### config.mk
export PLATFORM = sky130hd
export DESIGN_NAME = touch_baseline_tracker
export DESIGN_NICKNAME = d
export VERILOG_FILES = /design/src/rtl/bt_pkg.sv /design/src/rtl/bt_cfg.sv /design/src/rtl/bt_thresh.sv /design/src/rtl/bt_lane.sv /design/src/rtl/touch_baseline_tracker.sv
export SDC_FILE = /design/constraint.sdc
export NUM_CORES = 1
export LEC_CHECK = 0
export BUFFER_PORTS_ARGS = -buffer_cell sky130_fd_sc_hd__buf_2
export CORE_AREA = 2 2 129 225
export CTS_CLUSTER_SIZE = 20
export DETAILED_ROUTE_END_ITERATION = 6
export DIE_AREA = 0 0 131 227
export PLACE_DENSITY = 0.79
export SYNTH_ARGS = -nofsm -noshare
export SYNTH_HDL_FRONTEND = slang
export SYNTH_SLANG_ARGS = --single-unit
### constraint.sdc
create_clock -name clk -period 15.4 [get_ports clk]
set_clock_uncertainty 0.05 [all_clocks]
set_input_delay 3.08 -clock clk [delete_from_list [all_inputs] [get_ports clk]]
set_output_delay 3.08 -clock clk [all_outputs]
set_load 0.01 [all_outputs]
### src/rtl/bt_pkg.sv
`timescale 1ns/1ps
package bt_pkg;
  localparam int THR_W   = 8;
  localparam int HYST_W  = 2;
  localparam int DRIFT_W = 7;
  localparam int DLY_W   = 8;

  localparam logic [THR_W-1:0]   DEF_THR   = 8'd4;
  localparam logic [HYST_W-1:0]  DEF_HYST  = 2'd2;
  localparam logic [DRIFT_W-1:0] DEF_DRIFT = 7'd6;
  localparam logic [DLY_W-1:0]   DEF_DELAY = 8'd6;

  typedef struct packed {
    logic [THR_W-1:0]   thr;
    logic [HYST_W-1:0]  hyst;
    logic [DRIFT_W-1:0] drift;
    logic [DLY_W-1:0]   delay;
  } cfg_t;

  // amount removed from the threshold: floor(thr * code / 8)
  function automatic logic [THR_W-1:0] hyst_cut(input logic [THR_W-1:0] thr,
                                                input logic [HYST_W-1:0] code);
    logic [THR_W+HYST_W-1:0] prod;
    prod = {{HYST_W{1'b0}}, thr} * {{THR_W{1'b0}}, code};
    return THR_W'(prod >> 3);
  endfunction
endpackage

### src/rtl/bt_cfg.sv
`timescale 1ns/1ps
module bt_cfg
  import bt_pkg::*;
(
  input  logic clk,
  input  logic rst,
  input  logic we,
  input  cfg_t wdata,
  output cfg_t cfg
);
  always_ff @(posedge clk) begin
    if (rst) begin
      cfg.thr   <= DEF_THR;
      cfg.hyst  <= DEF_HYST;
      cfg.drift <= DEF_DRIFT;
      cfg.delay <= DEF_DELAY;
    end else if (we) begin
      cfg <= wdata;
    end
  end
endmodule

### src/rtl/bt_thresh.sv
`timescale 1ns/1ps
module bt_thresh
  import bt_pkg::*;
(
  input  logic [THR_W-1:0]  thr,
  input  logic [HYST_W-1:0] code,
  input  logic              engaged,
  output logic [THR_W-1:0]  thr_eff
);
  logic [THR_W-1:0] cut;
  always_comb begin
    cut     = hyst_cut(thr, code);
    thr_eff = engaged ? (thr - cut) : thr;
  end
endmodule

### src/rtl/bt_lane.sv
`timescale 1ns/1ps
module bt_lane
  import bt_pkg::*;
#(
  parameter int SIG_W = 12
) (
  input  logic             clk,
  input  logic             rst,
  input  logic             tick,
  input  logic             hold,
  input  logic             recal,
  input  cfg_t             cfg,
  input  logic [SIG_W-1:0] sig,
  output logic [SIG_W-1:0] base_q,
  output logic             det_q,
  output logic             confirm
);
  localparam int CMP_W = (SIG_W > THR_W) ? SIG_W : THR_W;
  localparam logic [DRIFT_W:0] ONE_D = 1;
  localparam logic [DLY_W:0]   ONE_L = 1;

  logic [THR_W-1:0]   thr_eff;
  logic [SIG_W-1:0]   diff;
  logic               pos, above, step;
  logic [DRIFT_W-1:0] dcnt;
  logic [DLY_W-1:0]   lcnt;

  bt_thresh u_thr (
    .thr    (cfg.thr),
    .code   (cfg.hyst),
    .engaged(det_q),
    .thr_eff(thr_eff)
  );

  always_comb begin
    pos     = sig > base_q;
    diff    = sig - base_q;
    above   = pos && (CMP_W'(diff) > CMP_W'(thr_eff));
    step    = tick && !hold && pos && (cfg.drift != '0) &&
              (({1'b0, dcnt} + ONE_D) >= {1'b0, cfg.drift});
    confirm = tick && above &&
              (({1'b0, lcnt} + ONE_L) >= {1'b0, cfg.delay});
  end

  always_ff @(posedge clk) begin
    if (rst || recal) begin
      base_q <= sig;
      det_q  <= 1'b0;
      dcnt   <= '0;
      lcnt   <= '0;
    end else begin
      det_q <= above;
      // confirmation tick count
      if (!above)    lcnt <= '0;
      else if (tick) lcnt <= lcnt + DLY_W'(1);
      // drift period timer
      if (!pos || cfg.drift == '0) dcnt <= '0;
      else if (step)               dcnt <= '0;
      else if (tick && !hold)      dcnt <= dcnt + DRIFT_W'(1);
      if (step) base_q <= base_q + SIG_W'(1);
    end
  end
endmodule

### src/rtl/touch_baseline_tracker.sv
`timescale 1ns/1ps
module touch_baseline_tracker
  import bt_pkg::*;
#(
  parameter int NKEYS = 4,
  parameter int SIG_W = 12
) (
  input  logic                   clk,
  input  logic                   rst,
  input  logic                   tick,
  input  logic                   hold,
  input  logic                   cfg_we,
  input  logic [7:0]             cfg_thr,
  input  logic [1:0]             cfg_hyst,
  input  logic [6:0]             cfg_drift,
  input  logic [7:0]             cfg_delay,
  input  logic [NKEYS*SIG_W-1:0] sig_in,
  output logic [NKEYS*SIG_W-1:0] ref_out,
  output logic [NKEYS-1:0]       over,
  output logic                   recal_all
);
  cfg_t             cfg_w, cfg;
  logic [NKEYS-1:0] confirm;
  logic             recal_now;

  always_comb begin
    cfg_w.thr   = cfg_thr;
    cfg_w.hyst  = cfg_hyst;
    cfg_w.drift = cfg_drift;
    cfg_w.delay = cfg_delay;
  end

  bt_cfg u_cfg (
    .clk  (clk),
    .rst  (rst),
    .we   (cfg_we),
    .wdata(cfg_w),
    .cfg  (cfg)
  );

  assign recal_now = |confirm;

  for (genvar k = 0; k < NKEYS; k++) begin : g_lane
    bt_lane #(.SIG_W(SIG_W)) u_lane (
      .clk    (clk),
      .rst    (rst),
      .tick   (tick),
      .hold   (hold),
      .recal  (recal_now),
      .cfg    (cfg),
      .sig    (sig_in[k*SIG_W +: SIG_W]),
      .base_q (ref_out[k*SIG_W +: SIG_W]),
      .det_q  (over[k]),
      .confirm(confirm[k])
    );
  end

  always_ff @(posedge clk) begin
    if (rst) recal_all <= 1'b0;
    else     recal_all <= recal_now;
  end
endmodule

Yosys cells after proc, flatten, opt, wreduce, memory -nomap -nowiden. Cells that the tools add are included.

$add $sub $neg: 25. $mul: 1. Div/mod/pow operators: 0. Magnitude comparators: 16. Eq/ne operators: 0. Shift operators: 0. Multiplexer cells: 12. Bitwise operators: 4. Reductions and logical operators: 50.

Operator list (count): 12-bit two-way mux (8); 12-bit by 1-bit adder with 12-bit output, second input constant (4); 12-bit > comparator (4); 12-bit by 8-bit > comparator with 1-bit output (4); 12-bit subtractor (4); 8-bit by 1-bit adder with 9-bit output, second input constant (4); 9-bit by 8-bit greater-or-equal comparator with 1-bit output (4); 7-bit by 1-bit adder with 8-bit output, second input constant (4); 8-bit by 1-bit adder with 8-bit output, second input constant (4); 8-bit by 7-bit greater-or-equal comparator with 1-bit output (4); 8-bit two-way mux (4); 7-bit by 1-bit adder with 7-bit output, second input constant (4); 1-bit logical AND (25); 3-bit OR reduction (4); 8-bit by 2-bit multiplier with 10-bit output (1); 2-bit nonzero test (4); 2-bit OR reduction (4); 8-bit by 7-bit subtractor with 8-bit output (1); 7-bit logical NOT (1); 7-bit nonzero test (1); 1-bit logical NOT (5); 1-bit logical OR (5); 1-bit NOT (4); 4-bit OR reduction (1).

Register bits after elaboration: 138. Latch bits: 0. Bits in writable memories: 0. Memory bits (read-only): 0. Logic and storage cells: 129. Memories kept: 0.

Longest topological paths before layout. Gate-level depths: netlist (run 1).

Depth after elaboration: 10. Depth in mapped cells: 30. Gate-level depth less buffers: 27.

Modules after synthesis. A second synthesis (run 1) with hierarchy kept.

Cells, all modules: 1750. Area, all modules: 14358.8 um^2.

By module, submodules not included: bt_lane at g_lane[1].u_lane ... (times used 2, cells each 340, area an instance 2716.4 um^2, sequential area each 680.7 um^2); bt_thresh (times used 4, cells each 86, area an instance 676.9 um^2, sequential area each 0.0 um^2); bt_lane at g_lane[2].u_lane (times used 1, cells each 326, area an instance 2637.5 um^2, sequential area each 680.7 um^2); bt_lane at g_lane[0].u_lane (times used 1, cells each 316, area an instance 2620.0 um^2, sequential area each 680.7 um^2); bt_cfg (times used 1, cells each 81, area an instance 915.9 um^2, sequential area each 500.5 um^2); touch_baseline_tracker (times used 1, cells each 3, area an instance 45.0 um^2, sequential area each 20.0 um^2).

Worst setup path after synthesis (run 1). No wires, ideal clock.

Path type: input -> register. From: in sig_in[12]. To: reg g_lane[2].u_lane.base_q[0], enable pin. Arrival: 7.158 ns. Setup slack: 7.713 ns. Cell stages on the path: 19. Path buffers: 1. Path through: inv_1 ha_1 inv_1 fa_1 a211oi_1 nor2_1 o21a_1 nor2_1 xnor2_1 ha_1 nand2_1 nor2_1 a2111oi_0 o221ai_1 o41a_1 a22o_1 clkbuf_1 o31ai_4 o311ai_0.

Word-level cells in the longest chain between the ends: 8. Elaborated cells between the ends (all ways): 9. Classes of those cells: add/sub (1); order compare (2); reduce/logical (6).

RTL lines: start: declaration (line touch_baseline_tracker.sv:17) `input logic [NKEYS*SIG_W-1:0] sig_in,`; 12-bit subtractor (line bt_lane.sv:37) `diff = sig - base_q;`; 12-bit by 8-bit > comparator with 1-bit output (line bt_lane.sv:38) `above = pos && (CMP_W'(diff) > CMP_W'(thr_eff));`; 1-bit logical AND (*) (line bt_lane.sv:38); 1-bit logical AND (*) (2 in series) (line bt_lane.sv:41) `confirm = tick && above &&`; 4-bit OR reduction (*) (line touch_baseline_tracker.sv:41) `assign recal_now = |confirm;`; 1-bit logical OR (*) (line bt_lane.sv:46) `if (rst || recal) begin`; 2-bit nonzero test (no source line) (*); end signal: assignment (line bt_lane.sv:47) `base_q <= sig;`; end signal: assignment (line bt_lane.sv:60) `if (step) base_q <= base_q + SIG_W'(1);`; end: declaration (line bt_lane.sv:14) `output logic [SIG_W-1:0] base_q,`.

Mark *: on every way between the ends. The rest lies on a longest branch, timed or not. A chain may end at the register's enable or synchronous reset.

Worst setup path after layout (run 1).
From: in sig_in[0]. To: reg g_lane[1].u_lane.base_q[2], enable pin.

Word-level cells in the longest chain between the ends: 8. Elaborated cells between the ends (all ways): 9. Classes of those cells: add/sub (1); order compare (2); reduce/logical (6).

RTL lines (line): 12-bit subtractor (bt_lane.sv:37); 12-bit by 8-bit > comparator with 1-bit output (bt_lane.sv:38); 1-bit logical AND (*) (bt_lane.sv:38); 1-bit logical AND (*) (2 in series) (bt_lane.sv:41); 4-bit OR reduction (*) (touch_baseline_tracker.sv:41); 1-bit logical OR (*) (bt_lane.sv:46); 2-bit nonzero test (no source line) (*); end signal: assignment (bt_lane.sv:47); end signal: assignment (bt_lane.sv:60); end: declaration (bt_lane.sv:14).

Marked as above.

==> results of run 1 <==
[final timing paths]
kind	slack, ps	to
worst max-delay path	7440	g_lane[1].u_lane.base_q[2]
worst min-delay path	440	u_cfg.cfg[14]
worst max register to register	7520	g_lane[1].u_lane.base_q[2]
worst min register to register	440	u_cfg.cfg[14]
[cells in the mapped netlist, drive strengths merged, types with 49 or more instances]
| master | number |
|---|---|
| nor2 | 135 |
| xor2 | 81 |
| nor3 | 75 |
| nand2 | 112 |
| nand2b | 59 |
| nor4 | 62 |
| dfxtp | 90 |
| clkbuf | 60 |
| a21oi | 112 |
| ha | 165 |
| nand3 | 49 |
| mux2i | 50 |
| inv | 87 |
| xnor2 | 88 |
[power breakdown]
group / internal [mW] / total (mW) / switching [mW] / leakage, nW
clock: 0.237 / 0.419 / 0.182 / 0.283
combinational: 0.219 / 0.533 / 0.314 / 5.21
sequential: 0.407 / 0.443 / 0.0364 / 1.20
total: 0.863 / 1.40 / 0.533 / 6.70
[layout by cell type (no fill, tap or decap), types with 48 or more instances in the layout]
cell and count:
ha_1 165, nor2_1 135, buf_2 129, nand2_1 112, a21oi_1 111, dfxtp_1 90, xnor2_1 88, inv_1 86
xor2_1 81, nor3_1 75, nor4_1 62, nand2b_1 59, mux2i_1 50, nand3_1 48, edfxtp_1 48
[cells by family after synthesis]
group | share of synthesized area [%]
DFF | 23.17
buffers and inverters | 5.148
muxes | 3.575
and+or+nand+nor | 23.52
adders and majority gates | 15.46
AOI/OAI and AO/OA | 18.55
xor gates and xnor gates | 10.57
[layer usage]
layer	GRT usage (%)	share of wire, %	wire length, um	up-vias
met3	5.405	7.1	2996	174
met5	0	0	0	-
met2	49.86	50	21280	607
met4	18.60	5.8	2448	0
met1	30.77	37	15420	6519
li1	-	-	-	6438
[registers in the layout (all words and copies together) (netlist names)]
register	cells
u_cfg.cfg	25
g_lane.u_lane.det_q	4
g_lane.u_lane.dcnt	28
g_lane.u_lane.base_q	48
recal_all	1
g_lane.u_lane.lcnt	32
[worst max-delay path, stage by stage]
cell and delay [ps]:
buf_2 100, inv_1 60, ha_1 150, inv_1 60, fa_1 410, a21oi_1 220
nor2b_1 60, nor2_1 150, o21bai_1 80, a21oi_1 180, xnor2_1 100, ha_1 310
nand2_1 60, o21ai_0 200, nand2b_1 140, o21ai_0 70, o211ai_1 180, o31ai_1 110
buf_4 190, a21o_2 190, buf_4 360, a31oi_4 240, buf_4 580, a211o_1 640
[cell type report]
type                    count  area (um^2)  area share (%)
clock buffers              20        467.9           3.034
diodes                      1        2.502         0.01623
flip-flops and latches    138         3243           21.03
inverters                  87        326.6           2.118
repair buffers            143        750.7           4.868
well taps                 373        466.7           3.026
multi-input cells        1401        10050           65.19
clock inverters            12        110.1          0.7140
==> flow_metrics.env, run 1 <==
export IMPL_drt_iter0_drc=1039
export IMPL_core_um2=27870
export IMPL_max_vdd_ir_drop_uv=88.03
export IMPL_crit_start="sig_in[0]"
export IMPL_placed_area_um2=14840
export IMPL_cap_violations=0
export IMPL_rows=81
export IMPL_initial_core_util_pct=50.23
export IMPL_post_route_period_util_pct=51.70
export IMPL_min_from="u_cfg.cfg[14]"
export IMPL_start_kind="input pin"
export IMPL_areaGrowthSynthToFinish_pct=10.15
export IMPL_syn_inst=1720
export IMPL_cts_resized=0
export IMPL_postLayoutCoreUtil_pct=55.33
export IMPL_clk_pin_slew_ps=60
export IMPL_grt_max_degree=90
export IMPL_die_area_um2=29740
export IMPL_gr_total_overflow=0
export IMPL_crit_arrival_ps=8010
export IMPL_slew_violations=0
export IMPL_leakagePower_nw=6.698
export IMPL_postRouteAntennaNets=0
export IMPL_grt_pass1_vias=13480
export IMPL_powerDensity_nw_per_um2=90.51
export IMPL_via_count=13740
export IMPL_fin_ws_ps=7439
export IMPL_htreeDepth=4
export IMPL_grt_antenna_before_repair=1
export IMPL_synth_nets=1968
export IMPL_fp_dieW_um=131
export IMPL_fin_tns_setup_ps=0
export IMPL_post_drt_wl_per_cell_um=19.37
export IMPL_hold_viol=0
export IMPL_fin_area_um2=15420
export IMPL_whs_ps=436.6
export IMPL_hpwl_um=30510
export IMPL_slew_headroom_pct=7.378
export IMPL_clk_latency_ps=470
export IMPL_hp_class="reg2reg"
export IMPL_yosysUniqueCellTypes=74
export IMPL_routed_wl_um=42140
export IMPL_avgViaCountPerCell=6.316
export IMPL_drive_above_1_share_pct=11.33
export IMPL_dr_pass1_iters=5
export IMPL_portBuffers=130
export IMPL_synth_warnings=0
export IMPL_dp_cells=2142
export IMPL_yosys_top_cells_area="ha_1 (15%), dfxtp_1 (13%), edfxtp_1 (10%), xnor2_1 (5.5%), xor2_1 (5.1%)"
export IMPL_drc=0
export IMPL_nets=2036
export IMPL_seq_area_frac_synth_pct=23.17
export IMPL_cts_tree="done"
export IMPL_postCtsSetupBuffers=0
export IMPL_hold_depth=2
export IMPL_grt_pass1_wl_um=66990
export IMPL_cts_sinks=138
export IMPL_syn_area_um2=14000
export IMPL_synthArstFlopShare_pct=0
export IMPL_min_period_ps=7961
export IMPL_synth_avg_cell_area_um2=8.139
export IMPL_dp_slack_ps=7101
export IMPL_die_h_um=227
export IMPL_num_io_pins=131
export IMPL_gp_congestion=0.9515
export IMPL_hold_buffers=0
export IMPL_yosys_area_top_type_share_pct=14.75
export IMPL_grt_usage_pct=28.49
export IMPL_power_total_mw=1.396
export IMPL_outcome="finished clean"
export IMPL_rsz0062_at_grt="no"
export IMPL_reg2reg_from="u_cfg.cfg[18]"
export IMPL_timing_fmax_ghz=0.1256
export IMPL_ys_ff_latch=138
export IMPL_critPathRequiredTime_ps=15450
export IMPL_cp_max_fo=89
export IMPL_r2r_cells=29
export IMPL_numCtsBuffers=17
export IMPL_synth_edf_count=48
export IMPL_final_cells=2175
export IMPL_clockBufferDepth=2
export IMPL_setup_violations=0
export IMPL_cts_root_buffer="clkbuf_16"
export IMPL_worst_slew_pin_slew_ps=1387
export IMPL_path_class="in2reg"
export IMPL_fillers=2564
export IMPL_synth_top_flop_cell="dfxtp_1"
export IMPL_yosysTopAreaCell="ha_1"
export IMPL_worstSetupEndpointType="flop"
(Power assumes the default switching activity.)
==> inputs of run 2 (changes only) <==
--- a/config.mk
+++ b/config.mk
@@ -10,7 +10,7 @@
 export CTS_CLUSTER_SIZE = 20
 export DETAILED_ROUTE_END_ITERATION = 6
 export DIE_AREA = 0 0 131 227
-export PLACE_DENSITY = 0.79
+export PLACE_DENSITY = 0.82
 export SYNTH_ARGS = -nofsm -noshare
 export SYNTH_HDL_FRONTEND = slang
 export SYNTH_SLANG_ARGS = --single-unit
==> constraint.sdc (replaced) <==
create_clock -name clk -period 7.1 [get_ports clk]
set_clock_uncertainty 0.05 [all_clocks]
set_input_delay 1.42 -clock clk [delete_from_list [all_inputs] [get_ports clk]]
set_output_delay 1.42 -clock clk [all_outputs]
set_load 0.01 [all_outputs]
==> flow_metrics.env, run 2 (synthesis gave the netlist of run 1 again) <==
export IMPL_outcome="finished clean"
export IMPL_slew_headroom_pct=27.48
export IMPL_grt_antenna_before_repair=2
export IMPL_grt_pass1_wl_um=67490
export IMPL_setup_violations=0
export IMPL_num_io_pins=131
export IMPL_postLayoutCoreUtil_pct=55.77
export IMPL_postRouteAntennaNets=0
export IMPL_hold_buffers=0
export IMPL_placed_area_um2=14920
export IMPL_hpwl_um=31650
export IMPL_cts_sinks=138
export IMPL_portBuffers=130
export IMPL_r2r_slack_ps=280
export IMPL_dr_pass1_iters=6
export IMPL_cts_tree="done"
export IMPL_hold_viol=0
export IMPL_hold_end="u_cfg.cfg[14]"
export IMPL_met1_usage_pct=30.84
export IMPL_clockBufferDepth=2
export IMPL_start_kind="flop"
export IMPL_largest_register="g_lane.u_lane.base_q"
export IMPL_gr_total_overflow=0
export IMPL_core_um2=27870
export IMPL_rows=81
export IMPL_htreeDepth=4
export IMPL_initial_core_util_pct=50.23
export IMPL_reg2reg_from="u_cfg.cfg[16]"
export IMPL_die_area_um2=29740
export IMPL_total_switching_power_mw=1.167
export IMPL_cpPeakStageDelay_ps=390
export IMPL_gp_congestion=0.9344
export IMPL_power_total_mw=2.996
export IMPL_intPower_mw=1.829
export IMPL_grt_usage_pct=28.61
export IMPL_cap_violations=0
export IMPL_grt_use_met2_pct=49.44
export IMPL_slew_violations=0
export IMPL_r2r_cells=28
export IMPL_final_common_cell="ha_1"
export IMPL_via_count=13900
export IMPL_areaGrowthSynthToFinish_pct=11.02
export IMPL_dp_cells=2148
export IMPL_critPathRequiredTime_ps=7240
export IMPL_cts_root_buffer="clkbuf_16"
export IMPL_grt_use_met3_pct=5.546
export IMPL_crit_arrival_ps=6960
export IMPL_avgViaCountPerCell=6.365
export IMPL_post_drt_wl_per_cell_um=19.78
export IMPL_grt_pass1_vias=13500
export IMPL_nets=2044
export IMPL_hp_class="reg2reg"
export IMPL_cp_max_fo=88
export IMPL_drt_iter0_drc=1334
export IMPL_grt_max_degree=89
export IMPL_p_clk_share_pct=28.5
export IMPL_drc=0
export IMPL_post_route_period_util_pct=96.07
export IMPL_layout_common_cells="ha_1 (165), nor2_1 (135), buf_2 (129), nand2_1 (112), a21oi_1 (111)"
export IMPL_max_vdd_ir_drop_uv=193.9
export IMPL_min_from="u_cfg.cfg[14]"
export IMPL_worst_slew_pin_slew_ps=1079
export IMPL_final_cells=2184
export IMPL_r2r_end="g_lane[2].u_lane.base_q[1]"
export IMPL_path_class="reg2reg"
export IMPL_grt_busiest_layer="met2"
export IMPL_routed_wl_um=43190
export IMPL_largest_reg_flops=48
export IMPL_timing_fmax_ghz=0.1466
export IMPL_clk_pin_slew_ps=60
export IMPL_fin_area_um2=15540
export IMPL_numCtsBuffers=17
export IMPL_die_h_um=227
export IMPL_worstSetupEndpointType="flop"
export IMPL_leakagePower_nw=6.761
export IMPL_largestRegisters="g_lane.u_lane.base_q (48), g_lane.u_lane.lcnt (32), g_lane.u_lane.dcnt (28)"
export IMPL_swShare_pct=38.95
export IMPL_clk_latency_ps=450
export IMPL_drive_above_1_share_pct=12.00
export IMPL_pwr_share_comb_pct=39.4
export IMPL_powerDensity_nw_per_um2=192.8
export IMPL_fin_tns_setup_ps=0
export IMPL_cp_slowest_cell="mux2i_2"
export IMPL_fp_dieW_um=131
export IMPL_power_frac_seq_pct=32.1
export IMPL_min_period_ps=6821
export IMPL_hold_depth=2
## run 2: final cells by class
type	instances	area (um^2)
timing repair buffer	151	869.6
clock inverter	14	110.1
clock buffer	18	439.2
tap	373	466.7
fill	2451	12330
multi-input combinational	1401	10080
sequential	138	3243
inverter	87	326.6
antenna	2	5.005
## run 2: through the flow
stage	hold slack [ps]	worst slack, ps
2_1_floorplan	410.4	479.9
3_3_place_gp	424.1	342.9
3_5_place_dp	434.5	-11.36
4_1_cts	449.8	102.4
5_1_grt	477.3	-12.62
6_report	444.5	279.1
## run 2: worst max-delay path, delay by kind of cell, from the launching register on
family,cells,cell delay [ps]
DFF,1,360
and+or+nand+nor,6,1220
muxes,1,390
AOI/OAI and AO/OA,15,2830
xor gates and xnor gates,1,140
buffers and inverters,2,590
adders and majority gates,3,950
## run 2: power groups by stage
stage               Clock [mW]  Combinational [mW]  Sequential [mW]
global route             0.895                1.30            0.967
CTS                      0.860                1.15            0.957
global placement             0                1.10            0.972
finish                   0.853                1.18            0.961
floorplan                    0               0.824            0.958
detailed placement           0                1.14            0.974
## run 2: how the worst max path moves through the flow
stage	start	to	slack, ps	depth (start not counted)
2_1_floorplan	u_cfg.cfg[16]	g_lane[2].u_lane.base_q[0]	480	26
3_5_place_dp	u_cfg.cfg[16]	g_lane[2].u_lane.base_q[6]	-10	25
4_1_cts	u_cfg.cfg[16]	g_lane[2].u_lane.base_q[10]	100	25
5_1_grt	u_cfg.cfg[15]	g_lane[3].u_lane.base_q[8]	-10	27
3_3_place_gp	u_cfg.cfg[16]	g_lane[2].u_lane.base_q[10]	340	25
6_report	u_cfg.cfg[16]	g_lane[2].u_lane.base_q[1]	280	28
## run 2: per-layer routing
layer	vias up	wire, um
met5	-	13
met4	2	2966
met3	198	3029
met2	678	21720
met1	6567	15470
li1	6456	-
## run 2: repair_timing
action | 4_1_cts | 5_1_grt
cloned | 0 | 1
gates resized for setup | 1 | 6
pin swaps | 0 | 1
setup buffers | 0 | 1
endpoints found under the setup margin | 10 | 65
==> inputs of run 3 (changes only) <==
--- a/config.mk
+++ b/config.mk
@@ -7,6 +7,7 @@
 export LEC_CHECK = 0
 export BUFFER_PORTS_ARGS = -buffer_cell sky130_fd_sc_hd__buf_2
 export CORE_AREA = 2 2 129 225
+export CTS_BUF_LIST = sky130_fd_sc_hd__clkbuf_16
 export CTS_CLUSTER_SIZE = 20
 export DETAILED_ROUTE_END_ITERATION = 6
 export DIE_AREA = 0 0 131 227
==> flow_metrics.env, run 3 (synthesis gave the netlist of run 1 again) <==
export IMPL_outcome="finished clean"
export IMPL_hpwl_um=31650
export IMPL_highest_layer="met5"
export IMPL_crit_buf_inv=2
export IMPL_timing_fmax_ghz=0.1470
export IMPL_largestRegisters="g_lane.u_lane.base_q (48), g_lane.u_lane.lcnt (32), g_lane.u_lane.dcnt (28)"
export IMPL_clk_latency_ps=450
export IMPL_hold_buffers=0
export IMPL_cp_max_fo=88
export IMPL_clk_pin_slew_ps=60
export IMPL_final_common_cell="ha_1"
export IMPL_cts_tree="done"
export IMPL_postLayoutCoreUtil_pct=55.73
export IMPL_numCtsBuffers=17
export IMPL_die_h_um=227
export IMPL_slew_violations=0
export IMPL_nets=2044
export IMPL_num_io_pins=131
export IMPL_m1WireLength_um=15810
export IMPL_wl_met3_um=2695
export IMPL_gr_total_overflow=0
export IMPL_initial_core_util_pct=50.23
export IMPL_start_kind="flop"
export IMPL_dr_pass1_iters=6
export IMPL_cts_root_buffer="clkbuf_16"
export IMPL_largest_reg_flops=48
export IMPL_clockBufferDepth=2
export IMPL_portBuffers=130
export IMPL_min_from="u_cfg.cfg[7]"
export IMPL_gp_congestion=0.9344
export IMPL_crit_family="compound AO/OA/AOI/OAI gates"
export IMPL_crit_start="u_cfg.cfg[16]"
export IMPL_via_count=13880
export IMPL_fillers=2456
export IMPL_drive_above_1_share_pct=11.94
export IMPL_leakagePower_nw=6.756
export IMPL_grt_antenna_before_repair=2
export IMPL_cts_sinks=138
export IMPL_hp_class="reg2reg"
export IMPL_rows=81
export IMPL_drt_iter0_drc=1343
export IMPL_cp_slowest_cell="mux2i_2"
export IMPL_powerDensity_nw_per_um2=191.9
export IMPL_grt_pass1_wl_um=67410
export IMPL_cpPeakStageDelay_ps=390
export IMPL_fp_dieW_um=131
export IMPL_grt_pass1_vias=13520
export IMPL_die_area_um2=29740
export IMPL_areaGrowthSynthToFinish_pct=10.95
export IMPL_worstSetupEndpointType="flop"
export IMPL_layout_common_cells="ha_1 (165), nor2_1 (135), buf_2 (129), nand2_1 (112), a21oi_1 (111)"
export IMPL_cap_violations=0
export IMPL_critPathRequiredTime_ps=7240
export IMPL_largest_register="g_lane.u_lane.base_q"
export IMPL_post_route_period_util_pct=95.79
export IMPL_grt_max_degree=89
export IMPL_setup_violations=0
export IMPL_htreeDepth=4
export IMPL_post_drt_wl_per_cell_um=19.76
export IMPL_postRouteAntennaNets=0
export IMPL_hold_viol=0
export IMPL_slew_headroom_pct=27.21
export IMPL_path_class="reg2reg"
export IMPL_whs_ps=445.5
export IMPL_avgViaCountPerCell=6.353
export IMPL_routed_wl_um=43150
export IMPL_grt_usage_pct=28.57
export IMPL_min_period_ps=6801
export IMPL_reg2reg_from="u_cfg.cfg[16]"
export IMPL_wl_met2_um=21740
export IMPL_drc=0
export IMPL_crit_arrival_ps=6940
export IMPL_worst_slew_pin_slew_ps=1083
export IMPL_max_vdd_ir_drop_uv=193.8
export IMPL_core_um2=27870
## run 3: cell types whose count changed in the layout (fill, tap and decap cells not counted), sizes merged
cell,delta
clkbuf,-1
clkinv,+1
## run 3: worst reg2reg max path: cells and delay by family (launching register included)
| kind | cells | cell delay (ps) |
|---|---|---|
| xor+xnor | 1 | 140 |
| buf+inv | 2 | 580 |
| mux | 1 | 390 |
| simple gates | 6 | 1220 |
| compound gates | 15 | 2870 |
| fa+ha+maj | 3 | 950 |
| flops | 1 | 360 |
## run 3: metal layers
layer / GRT usage, % / up-vias
met3: 5.499 / 183
met4: 19.97 / 2
met1: 30.72 / 6553
li1: - / 6465
met2: 49.47 / 673
met5: 0 / -
## run 3: stage by stage
step           cells  setup slack, ps  setup TNS (ps)  cell area, um^2  total power [mW]
6_report        2184            299.2               0            15530             2.981
5_1_grt         2183           -12.62          -80.19            15530             3.146
4_1_cts         2180            102.4               0            15470             2.955
3_5_place_dp    2148           -11.36          -128.7            14920             2.115
3_3_place_gp    2148            342.9               0            14920             2.074
2_1_floorplan   1720            479.9               0            14000             1.782
## run 3: worst paths after layout
path,cells past startpoint,to,slack [ps]
setup reg to reg,28,g_lane[2].u_lane.base_q[1],300
hold reg to reg,2,u_cfg.cfg[7],450
hold / removal,2,u_cfg.cfg[7],450
setup / recovery,28,g_lane[2].u_lane.base_q[1],300
## run 3: cell type report
type	instances	area [um^2]	area share [%]
Multi-Input combinational cell	1401	10080	64.91
Antenna cell	2	5.005	0.03222
Tap cell	373	466.7	3.005
Clock buffer	17	425.4	2.739
Inverter	87	326.6	2.102
Clock inverter	15	113.9	0.7330
Sequential cell	138	3243	20.88
Timing Repair Buffer	151	869.6	5.599
## run 3: what timing repair did
| item | CTS | global route |
|---|---|---|
| gates resized for setup | 1 | 6 |
| pin swaps | 0 | 1 |
| setup buffers | 0 | 1 |
| setup endpoints to repair | 10 | 65 |
| gates cloned | 0 | 1 |
## run 3: power by group
group          leakage, nW  total, mW  switching [mW]  internal [mW]
sequential            1.20      0.961          0.0788          0.882
combinational         5.29       1.18           0.696          0.486
clock                0.263      0.838           0.388          0.450
total                 6.76       2.98            1.16           1.82
